$ cat config.mk
export PLATFORM = sky130hd
export DESIGN_NAME = shift_add_blender
export DESIGN_NICKNAME = d
export VERILOG_FILES = /design/src/rtl/blend_pkg.sv /design/src/rtl/blend_term_sel.sv /design/src/rtl/blend_sum_sat.sv /design/src/rtl/shift_add_blender.sv
export SDC_FILE = /design/constraint.sdc
export NUM_CORES = 1
export LEC_CHECK = 0
export CAP_MARGIN = 20
export CORE_UTILIZATION = 62
export DETAILED_ROUTE_END_ITERATION = 8
export DONT_BUFFER_PORTS = 1
export GPL_TIMING_DRIVEN = 0
export PLACE_DENSITY = 0.88
export SETUP_SLACK_MARGIN = 0.05
export SYNTH_ARGS = -nofsm -noshare
export SYNTH_HDL_FRONTEND = slang
export SYNTH_SLANG_ARGS = --single-unit
$ cat constraint.sdc
create_clock -name clk -period 6.2 [get_ports clk]
set_input_delay 0 -clock clk [delete_from_list [all_inputs] [get_ports clk]]
set_output_delay 0 -clock clk [all_outputs]
set_load 0.02 [all_outputs]
$ cat src/rtl/blend_pkg.sv
package blend_pkg;

    localparam int NUM_TERMS = 4;
    localparam int SEL_W     = 4;

    typedef enum logic {
        MODE_FINE = 1'b0,
        MODE_QUAD = 1'b1
    } blend_mode_e;

    // Right-shift amount giving each term its binary weight.
    function automatic int term_shift(input int idx);
        case (idx)
            0:       return 1;
            1:       return 2;
            default: return 3;
        endcase
    endfunction

    // Returns 1 when term idx takes operand A, 0 when it takes B.
    function automatic logic term_takes_a(input blend_mode_e mode,
                                          input logic [SEL_W-1:0] sel,
                                          input int idx);
        if (mode == MODE_QUAD) begin
            return sel[SEL_W-1-idx];
        end
        case (idx)
            0:       return sel[1];
            1:       return sel[0];
            2:       return 1'b1;
            default: return 1'b0;
        endcase
    endfunction

endpackage

$ cat src/rtl/blend_term_sel.sv
module blend_term_sel
    import blend_pkg::*;
#(
    parameter int DATA_W = 12
) (
    input  blend_mode_e                             mode,
    input  logic [SEL_W-1:0]                        sel,
    input  logic [DATA_W-1:0]                       a,
    input  logic [DATA_W-1:0]                       b,
    output logic [NUM_TERMS-1:0][DATA_W-1:0]        terms
);

    for (genvar i = 0; i < NUM_TERMS; i++) begin : g_term
        logic [DATA_W-1:0] pick;
        always_comb begin
            pick     = term_takes_a(mode, sel, i) ? a : b;
            terms[i] = pick >> term_shift(i);
        end
    end

endmodule

$ cat src/rtl/blend_sum_sat.sv
module blend_sum_sat
    import blend_pkg::*;
#(
    parameter int DATA_W = 12
) (
    input  logic [NUM_TERMS-1:0][DATA_W-1:0] terms,
    output logic [DATA_W-1:0]                result
);

    localparam int SUM_W = DATA_W + $clog2(NUM_TERMS);
    localparam logic [SUM_W-1:0] LIMIT = SUM_W'((1 << DATA_W) - 1);

    logic [SUM_W-1:0] total;

    always_comb begin
        total = '0;
        for (int i = 0; i < NUM_TERMS; i++) begin
            total = total + SUM_W'(terms[i]);
        end
        result = (total > LIMIT) ? LIMIT[DATA_W-1:0] : total[DATA_W-1:0];
    end

endmodule

$ cat src/rtl/shift_add_blender.sv
module shift_add_blender
    import blend_pkg::*;
#(
    parameter int DATA_W = 12
) (
    input  logic              clk,
    input  logic              rst,
    input  logic              in_valid,
    input  logic              in_mode,
    input  logic [3:0]        in_sel,
    input  logic [DATA_W-1:0] in_a,
    input  logic [DATA_W-1:0] in_b,
    output logic              out_valid,
    output logic [DATA_W-1:0] out_data
);

    localparam int CMP_W = DATA_W + 2;

    logic [NUM_TERMS-1:0][DATA_W-1:0] terms;
    logic [DATA_W-1:0]                blended;
    blend_mode_e                      mode;

    assign mode = blend_mode_e'(in_mode);

    blend_term_sel #(.DATA_W(DATA_W)) u_terms (
        .mode  (mode),
        .sel   (in_sel),
        .a     (in_a),
        .b     (in_b),
        .terms (terms)
    );

    blend_sum_sat #(.DATA_W(DATA_W)) u_sum (
        .terms  (terms),
        .result (blended)
    );

    always_ff @(posedge clk) begin
        if (rst) begin
            out_valid <= 1'b0;
            out_data  <= '0;
        end else begin
            out_valid <= in_valid;
            if (in_valid) begin
                out_data <= blended;
            end
        end
    end

    // valid pipeline
    a_r2_valid_rise: assert property (@(posedge clk) disable iff (rst)
        in_valid |=> out_valid);
    a_r2_valid_idle: assert property (@(posedge clk) disable iff (rst)
        !in_valid |=> !out_valid);
    // no capture without valid
    a_r7_hold_idle: assert property (@(posedge clk) disable iff (rst)
        !in_valid |=> $stable(out_data));
    // equal operands stay within truncation bound
    a_r6_equal_inputs: assert property (@(posedge clk) disable iff (rst)
        (in_valid && in_a == in_b) |=>
        ((CMP_W'(out_data) <= CMP_W'($past(in_a))) &&
         (CMP_W'(out_data) + CMP_W'(3) >= CMP_W'($past(in_a)))));

endmodule

Yosys cells after proc, flatten, opt, wreduce, memory -nomap -nowiden
Cells that the tools add are included.

Input port bits: 32. Register bits: 13. Output and inout port bits: 13.

Muxes and demuxes: 14. Order comparisons: 1. $add $sub $neg: 3.

Operator list (number): 12-bit two-way mux (5); 14-bit by 9-bit adder with 14-bit output (2); 14-bit by 12-bit > comparator with 1-bit output (second input constant) (1); 11-bit by 10-bit adder with 12-bit output (1); 1-bit two-way mux (9).

Depth between registers and ports, before layout
Gate-level depths: netlist (run 1).

Depth after elaboration: 8. Depth in mapped cells: 23.

Cells and area by module
Synthesis (run 1) repeated with hierarchy kept, for this count alone.

Cells, all modules: 289. Area, all modules: 2611.3 um2.

Modules (own cells, without submodules): blend_sum_sat (instances 1, cells each 193, area each 1536.5 um2); blend_term_sel (instances 1, cells each 55, area each 606.8 um2); shift_add_blender (instances 1, cells each 41, area each 467.9 um2).

Least setup slack after synthesis (run 1)
No wires, ideal clock.

Path kind: input to register. Start point: input in_mode. End point: register out_data[3]. Buffers on the path: 1. Path slack: 1.462 ns. Arrival: 4.647 ns. Stages on the path: 22. Required time: 6.109 ns. Library setup time: 0.091 ns. Cells stage by stage: buf_4 mux2i_1 mux2_2 ha_1 inv_1 fa_1 nor2b_1 o31ai_1 nand2b_1 a21oi_1 o21bai_1 a21oi_1 xnor2_1 fa_1 inv_1 ha_1 nand2_1 o21bai_1 a22o_1 nor4_4 inv_2 a311oi_1.

Cells in the longest elaborated chain, start to end: 8. Elaborated cells on any way between the ends: 14.

Ends and longest elaborated chain: from (decl) (line shift_add_blender.sv:9) `input logic in_mode,`; 1-bit two-way mux (*) (line blend_pkg.sv:24) `if (mode == MODE_QUAD) begin`; 1-bit two-way mux (line blend_pkg.sv:27) `case (idx)`; 12-bit two-way mux (line blend_term_sel.sv:16) `pick = term_takes_a(mode, sel, i) ? a : b;`; 11-bit by 10-bit adder with 12-bit output (line blend_sum_sat.sv:18) `total = total + SUM_W'(terms[i]);`; 14-bit by 9-bit adder with 14-bit output (line blend_sum_sat.sv:18); 14-bit by 9-bit adder with 14-bit output (*) (line blend_sum_sat.sv:18); 14-bit by 12-bit > comparator with 1-bit output (line blend_sum_sat.sv:20) `result = (total > LIMIT) ? LIMIT[DATA_W-1:0] : total[DATA_W-1:0];`; 12-bit two-way mux (*) (line blend_sum_sat.sv:20); to (signal assigned) (line shift_add_blender.sv:45) `out_data <= blended;`; to (decl) (line shift_add_blender.sv:14) `output logic [DATA_W-1:0] out_data`.

Every way passes the cells marked *; elsewhere a longest branch is shown, timed or not. A chain may end at the register's enable or synchronous reset.

Worst setup path after layout (run 1)
Ends and elaborated chain as after synthesis.

==> results.cfg, run 1 <==
[logic_synthesis]
yosys_warnings = 0
synth_ff_type = dfxtp_1
synth_edf_count = 0
ys_seq_area_share_pct = 12.67
synthesis.area_um2 = 2054
async_reset_ff_share_pct = 0
synth_nets = 301
synth.distinct_cells = 45
syn_avg_cell_area_um2 = 8.596
ys_ff_latch = 13
syn_inst = 239

[worst_hold_path]
holdPathEnd = out_data[11]$_SDFFE_PP0P_
worstHoldStart = in_valid
hold_depth = 3
hp-class = in2reg

[finish]
antenna_cells = 0
finalInstanceArea_um2 = 2155
regArea_um2 = 260.3
multi_input_area_um2 = 1659
drive_above_1_share_pct = 13.06
finalNetCount = 308
fill_cells = 248
synthToLayoutAreaGrowth_pct = 4.872

[sta]
slew_viol_final = 0
fin_ws_ps = 1248
tightest_slew_ps = 600.3
fin_crit_sh_pct = 79.87
rsz0062_at_grt = false
fin_crit_ps = 4952
clock.fmax_mhz = 202.0
clock_skew_ps = 0
report.final.hold_viol_count = 0
finalSetupViolations = 0
tns_ps = 0
slew_headroom_pct = 59.98

[cts]
htreeDepth = 1
clkSinkCount = 13
clk_pin_slew_ps = 80
cts_tree = built
clock_latency_ps = 280
cts_buffer_depth = 2
cts_root_buf = clkbuf_4
numCtsBuffers = 3
cts_setup_buffers = 0

[placed_design]
place_ws_ps = 730.4
port_buffers = 0
gp_congestion = 0.8487
hpwl_mm = 3.289
placed_area_um2 = 2110

[worst_setup_path]
end_kind = flop
r2r_cells = 2
r2r_end = out_data[3]$_SDFFE_PP0P_
timing.rr.start = out_data[3]$_SDFFE_PP0P_
r2r_setup_slack_ps = 5330
crit_arrival_ps = 5140
worstPathMaxFanout = 10
path_class = in2reg
cp.required_ps = 6390
critPathLaunchType = input port

[floorplan]
start_util_pct = 66.21
core-area_um2 = 3103
fp-row-count = 20
die_area_um2 = 3548
fp.dieW_um = 59.57
fp.dieH_um = 59.57
io_pins = 45

[pwr]
ir_drop_v = 0.00009781
p_per_area_nw_per_um2 = 319.5
p_leak_nw = 1.018

[global_route]
grt_use_met3_pct = 1.747
track_usage_pct = 21.47
grt.busiest_layer = met2
grt_max_degree = 11
grt_pass1_wl_mm = 5.934
grtUsageMet1_pct = 26.57
antenna_found_initial = 0
grt_use_met2_pct = 39.49
grt_overflow_total = 0
first_global_vias = 1483

[job]
cap_violations = 0

[route]
first_pass_iters = 4
wl_per_cell_um = 13.38
vias = 1681
drtIter0Drc = 61
wirelength_mm = 3.867
viasPerCell = 5.817
drcViolationCount = 0
antenna_left = 0

[status]
status = finished, final reports clean
==> critical path: stages <==
cell	delay, ps
buf_4	120
mux2i_4	260
buf_1	450
mux2_2	400
ha_1	210
inv_1	70
fa_1	200
nor2b_1	70
o31ai_1	370
nand2b_1	100
a21oi_1	230
o21bai_1	90
a21oi_1	190
xnor2_1	130
fa_1	540
inv_1	40
ha_1	340
nand2_1	90
o21bai_1	160
a22o_1	300
nor4_4	400
inv_2	120
a311oi_1	270
==> state kept, by name, summed over array words and instances, names as in the netlist <==
name / flops
out_data: 12
out_valid: 1
==> synth_stat cells, types with 3 or more instances <==
| cell type | number | share of area [%] |
|---|---|---|
| nor2b_1 | 3 | 0.91 |
| mux2_2 | 21 | 12 |
| o21ai_0 | 4 | 0.97 |
| inv_1 | 27 | 4.9 |
| a21o_1 | 3 | 1.1 |
| nor2_1 | 22 | 4.0 |
| a311oi_1 | 5 | 2.1 |
| xnor2_1 | 7 | 3.0 |
| mux2i_1 | 19 | 9.3 |
| nand2b_1 | 4 | 1.2 |
| o21bai_1 | 3 | 1.1 |
| dfxtp_1 | 13 | 13 |
| fa_1 | 11 | 11 |
| ha_1 | 19 | 12 |
| xor2_1 | 5 | 2.1 |
| clkbuf_1 | 5 | 0.91 |
| nand2_1 | 9 | 1.6 |
| a211oi_1 | 5 | 1.8 |
| nor4_1 | 3 | 0.91 |
| nand3_1 | 5 | 1.2 |
| a21oi_1 | 18 | 4.4 |
==> stage by stage <==
step / utilization [%] / std cells / power [mW] / hold WS [ps]
2_1_floorplan: - / 239 / 0.5609 / 71.61
3_3_place_gp: 67.98 / 283 / 0.6228 / 72.64
3_5_place_dp: 67.98 / 283 / 0.6358 / 81.09
4_1_cts: 69.19 / 288 / 0.6896 / 113.2
5_1_grt: 69.44 / 289 / 0.7606 / 163.5
6_report: 69.44 / 289 / 0.6884 / 118.0
==> worst max path at each step <==
stage | cells after the start | startpoint | slack (ps) | end
3_5_place_dp | 22 | in_mode | 730 | out_data[3]$_SDFFE_PP0P_
4_1_cts | 22 | in_mode | 1010 | out_data[3]$_SDFFE_PP0P_
2_1_floorplan | 22 | in_mode | 1460 | out_data[3]$_SDFFE_PP0P_
6_report | 23 | in_mode | 1250 | out_data[3]$_SDFFE_PP0P_
5_1_grt | 23 | in_mode | 870 | out_data[3]$_SDFFE_PP0P_
3_3_place_gp | 22 | in_mode | 870 | out_data[8]$_SDFFE_PP0P_
==> cell families (layout without fill, tap and decap cells) <==
| family | after synthesis | count (layout) | share of synthesized area (%) |
|---|---|---|---|
| AO/OA/AOI/OAI | 51 | 51 | 16.69 |
| XOR/XNOR | 12 | 12 | 5.116 |
| adder cells (fa/ha/maj) | 30 | 30 | 22.29 |
| buffers and inverters | 35 | 41 | 6.577 |
| flip-flops | 13 | 13 | 12.67 |
| multiplexers | 42 | 42 | 22.59 |
| AND/OR/NAND/NOR | 56 | 56 | 14.07 |
==> layer usage <==
layer  vias to the layer above  share of wire, %
li1                        866                 -
met2                        40                50
met3                         2               4.1
met4                         0              0.72
met5                         -                 0
met1                       773                46
==> cell type report <==
type,count,share of cell area (%)
multi-input combinational,191,77.00
clock inverter,1,0.2323
inverter,28,4.878
buffer,7,1.394
tap,44,2.555
timing repair buffer,2,0.8130
sequential,13,12.08
clock buffer,3,1.045
==> cell usage in the layout, fill, tap and decap left out, types with 3 or more instances in the layout <==
cell / count
xor2_1: 5
dfxtp_1: 13
nor4_1: 3
clkbuf_4: 3
a211oi_1: 5
a311oi_1: 5
nand3_1: 5
inv_1: 27
clkbuf_1: 5
nor2_1: 22
mux2_2: 21
o21ai_0: 4
ha_1: 19
nand2_1: 9
o21bai_1: 3
nand2b_1: 4
nor2b_1: 3
a21oi_1: 18
mux2i_1: 19
xnor2_1: 7
fa_1: 11
a21o_1: 3
==> power by group <==
part	switching, mW	internal, mW
registers	0.0424	0.107
clock network	0.0280	0.0240
logic	0.262	0.225
total	0.332	0.356
==> timing repair <==
action                    in CTS  in global routing
hold endpoints to repair       3                  0
hold buffers                   1                  0
gates resized for setup        0                  0
(Power assumes the default switching activity.)
==> run 2: changes to the inputs <==
--- a/config.mk
+++ b/config.mk
@@ -6,7 +6,7 @@
 export NUM_CORES = 1
 export LEC_CHECK = 0
 export CAP_MARGIN = 20
-export CORE_UTILIZATION = 62
+export CORE_UTILIZATION = 59
 export DETAILED_ROUTE_END_ITERATION = 8
 export DONT_BUFFER_PORTS = 1
 export GPL_TIMING_DRIVEN = 0
==> constraint.sdc (replaced) <==
create_clock -name clk -period 4 [get_ports clk]
set_input_delay 0 -clock clk [delete_from_list [all_inputs] [get_ports clk]]
set_output_delay 0 -clock clk [all_outputs]
set_load 0.02 [all_outputs]
==> results.cfg, run 2 (synthesis gave the netlist of run 1 again) <==
[worst_setup_path]
r2r_setup_slack_ps = 3100
critPathLaunchType = input port
timing.rr.start = out_data[3]$_SDFFE_PP0P_
cp.required_ps = 4190
end_kind = flop
r2r_end = out_data[3]$_SDFFE_PP0P_
path_class = in2reg
worstPathMaxFanout = 5
crit_arrival_ps = 4300
r2r_cells = 2

[worst_hold_path]
hold_depth = 3
worstHoldStart = in_valid
holdPathEnd = out_data[11]$_SDFFE_PP0P_
hp-class = in2reg

[finish]
drive_above_1_share_pct = 35.09
antenna_cells = 0
regMostFlops = out_data
finalInstanceArea_um2 = 2620
final_cell_mix = 25 x inv_1, 20 x buf_4, 19 x nor2_1
synthToLayoutAreaGrowth_pct = 27.53
final_common_cell = inv_1
largest_reg_flops = 12
top_regs = out_data x12, out_valid x1
finalNetCount = 328
finish.utilization_pct = 78.52

[sta]
fin_ws_ps = -109.2
fin_crit_ps = 4109
finalSetupViolations = 12
rsz0062_at_grt = true
fin_crit_sh_pct = 102.7
slew_viol_final = 0
slew_headroom_pct = 52.43
tightest_slew_ps = 713.5
report.final.hold_viol_count = 0
clock_skew_ps = 0
clock.fmax_mhz = 243.4

[pwr]
ir_drop_v = 0.0001993
p_leak_nw = 1.155
swShare_pct = 49.05
p_sw_mw = 0.7226
seqPwrFrac_pct = 15.8
p_comb_share_pct = 78.7
p_int_mw = 0.7507
power.share.clock_pct = 5.5
p_per_area_nw_per_um2 = 562.3

[route]
drt-met1-wl_mm = 2.274
highest_layer = met4
drcViolationCount = 0
wirelength_mm = 6.409
first_pass_iters = 6
wl_per_cell_um = 20.61
viasPerCell = 6.463
dr_wl_met2_mm = 3.380
antenna_left = 0
drtIter0Drc = 189
dr_wl_met3_um = 424
vias = 2010

[floorplan]
start_util_pct = 61.57
fp-row-count = 21
fp.dieW_um = 61.01
fp.dieH_um = 61.01
core-area_um2 = 3337
die_area_um2 = 3722
io_pins = 45

[cts]
cts_tree = built
cts_root_buf = clkbuf_4
clock_latency_ps = 280
htreeDepth = 1
numCtsBuffers = 3
cts_buffer_depth = 2
clkSinkCount = 13
clk_pin_slew_ps = 80

[global_route]
first_global_vias = 1814
grt_overflow_total = 0
grt_pass1_wl_mm = 7.783
antenna_found_initial = 0
track_usage_pct = 28.36
grt_max_degree = 11

[placed_design]
gp_congestion = 0.8140
port_buffers = 0
hpwl_mm = 3.464
placed_area_um2 = 2213

[job]
cap_violations = 0

[status]
violations = setup timing
status = complete, but fails checks
==> run 2: cell types whose count changed in the layout (fill, tap and decap cells not counted), moves of 4 or more <==
cell      change
a21oi_1       -7
a21oi_2       +7
a311oi_1      -4
a311oi_2      +4
buf_4        +18
ha_1         -10
ha_4          +7
==> run 2: cell type report <==
class                           count  area (um^2)
Buffer                              7        50.05
Clock buffer                        4        26.28
Fill cell                         219        716.9
Inverter                           28        107.6
Multi-Input combinational cell    191         1947
Sequential cell                    13        260.3
Tap cell                           46        57.56
Timing Repair Buffer               22        171.4
==> run 2: power groups by stage <==
stage | Clock [mW] | Sequential, mW | Combinational [mW]
2_1_floorplan | 0 | 0.230 | 0.681
3_3_place_gp | 0 | 0.233 | 0.781
3_5_place_dp | 0 | 0.235 | 0.810
4_1_cts | 0.0806 | 0.232 | 0.894
5_1_grt | 0.0844 | 0.238 | 1.25
6_report | 0.0809 | 0.232 | 1.16
==> run 2: repair_timing <==
action / CTS / global route
hold buffers: 1 / 0
endpoints found under the setup margin: 12 / 12
endpoints found under the hold margin: 3 / 0
pin swaps: 9 / 27
resized for setup: 8 / 29
buffers inserted: 17 / 4
==> run 2: layer usage <==
| layer | vias up | global-route usage, % |
|---|---|---|
| met2 | 120 | 52.90 |
| li1 | 910 | - |
| met1 | 946 | 31.63 |
| met4 | 0 | 13.31 |
| met3 | 34 | 4.202 |
| met5 | - | 0 |
==> run 2: worst max-delay path by stage <==
stage,slack (ps),end,from,cells past startpoint
after global routing,-240,out_data[3]$_SDFFE_PP0P_,in_mode,24
final,-110,out_data[3]$_SDFFE_PP0P_,in_mode,24
after global placement,-440,out_data[4]$_SDFFE_PP0P_,in_mode,22
after floorplan,-60,out_data[3]$_SDFFE_PP0P_,in_mode,23
after detailed placement,-620,out_data[8]$_SDFFE_PP0P_,in_mode,22
after CTS,-50,out_data[2]$_SDFFE_PP0P_,in_mode,24
==> run 2: critical path: stages <==
cell	delay, ps
buf_12	90
mux2i_4	260
buf_6	160
mux2_4	310
ha_4	170
inv_2	60
fa_2	240
nor2b_4	60
o31ai_4	250
nand2b_1	100
a21oi_2	170
o21bai_1	80
a21oi_1	160
xnor2_1	140
fa_1	570
inv_2	50
ha_4	280
nand2_4	50
o21bai_4	160
a22o_1	280
nor4_4	170
buf_4	190
inv_4	50
a311oi_2	240
==> run 2: per-stage QoR <==
step	power, mW	setup TNS (ps)	setup slack [ps]	hold WS (ps)	std cells
floorplan	0.9108	-319.9	-61.19	71.61	239
global placement	1.014	-4347	-436.9	72.87	285
detailed placement	1.046	-5860	-616.0	74.47	285
CTS	1.206	-188.2	-53.66	119.0	307
global route	1.571	-2556	-235.2	156.1	311
finish	1.473	-962.1	-109.2	119.7	311
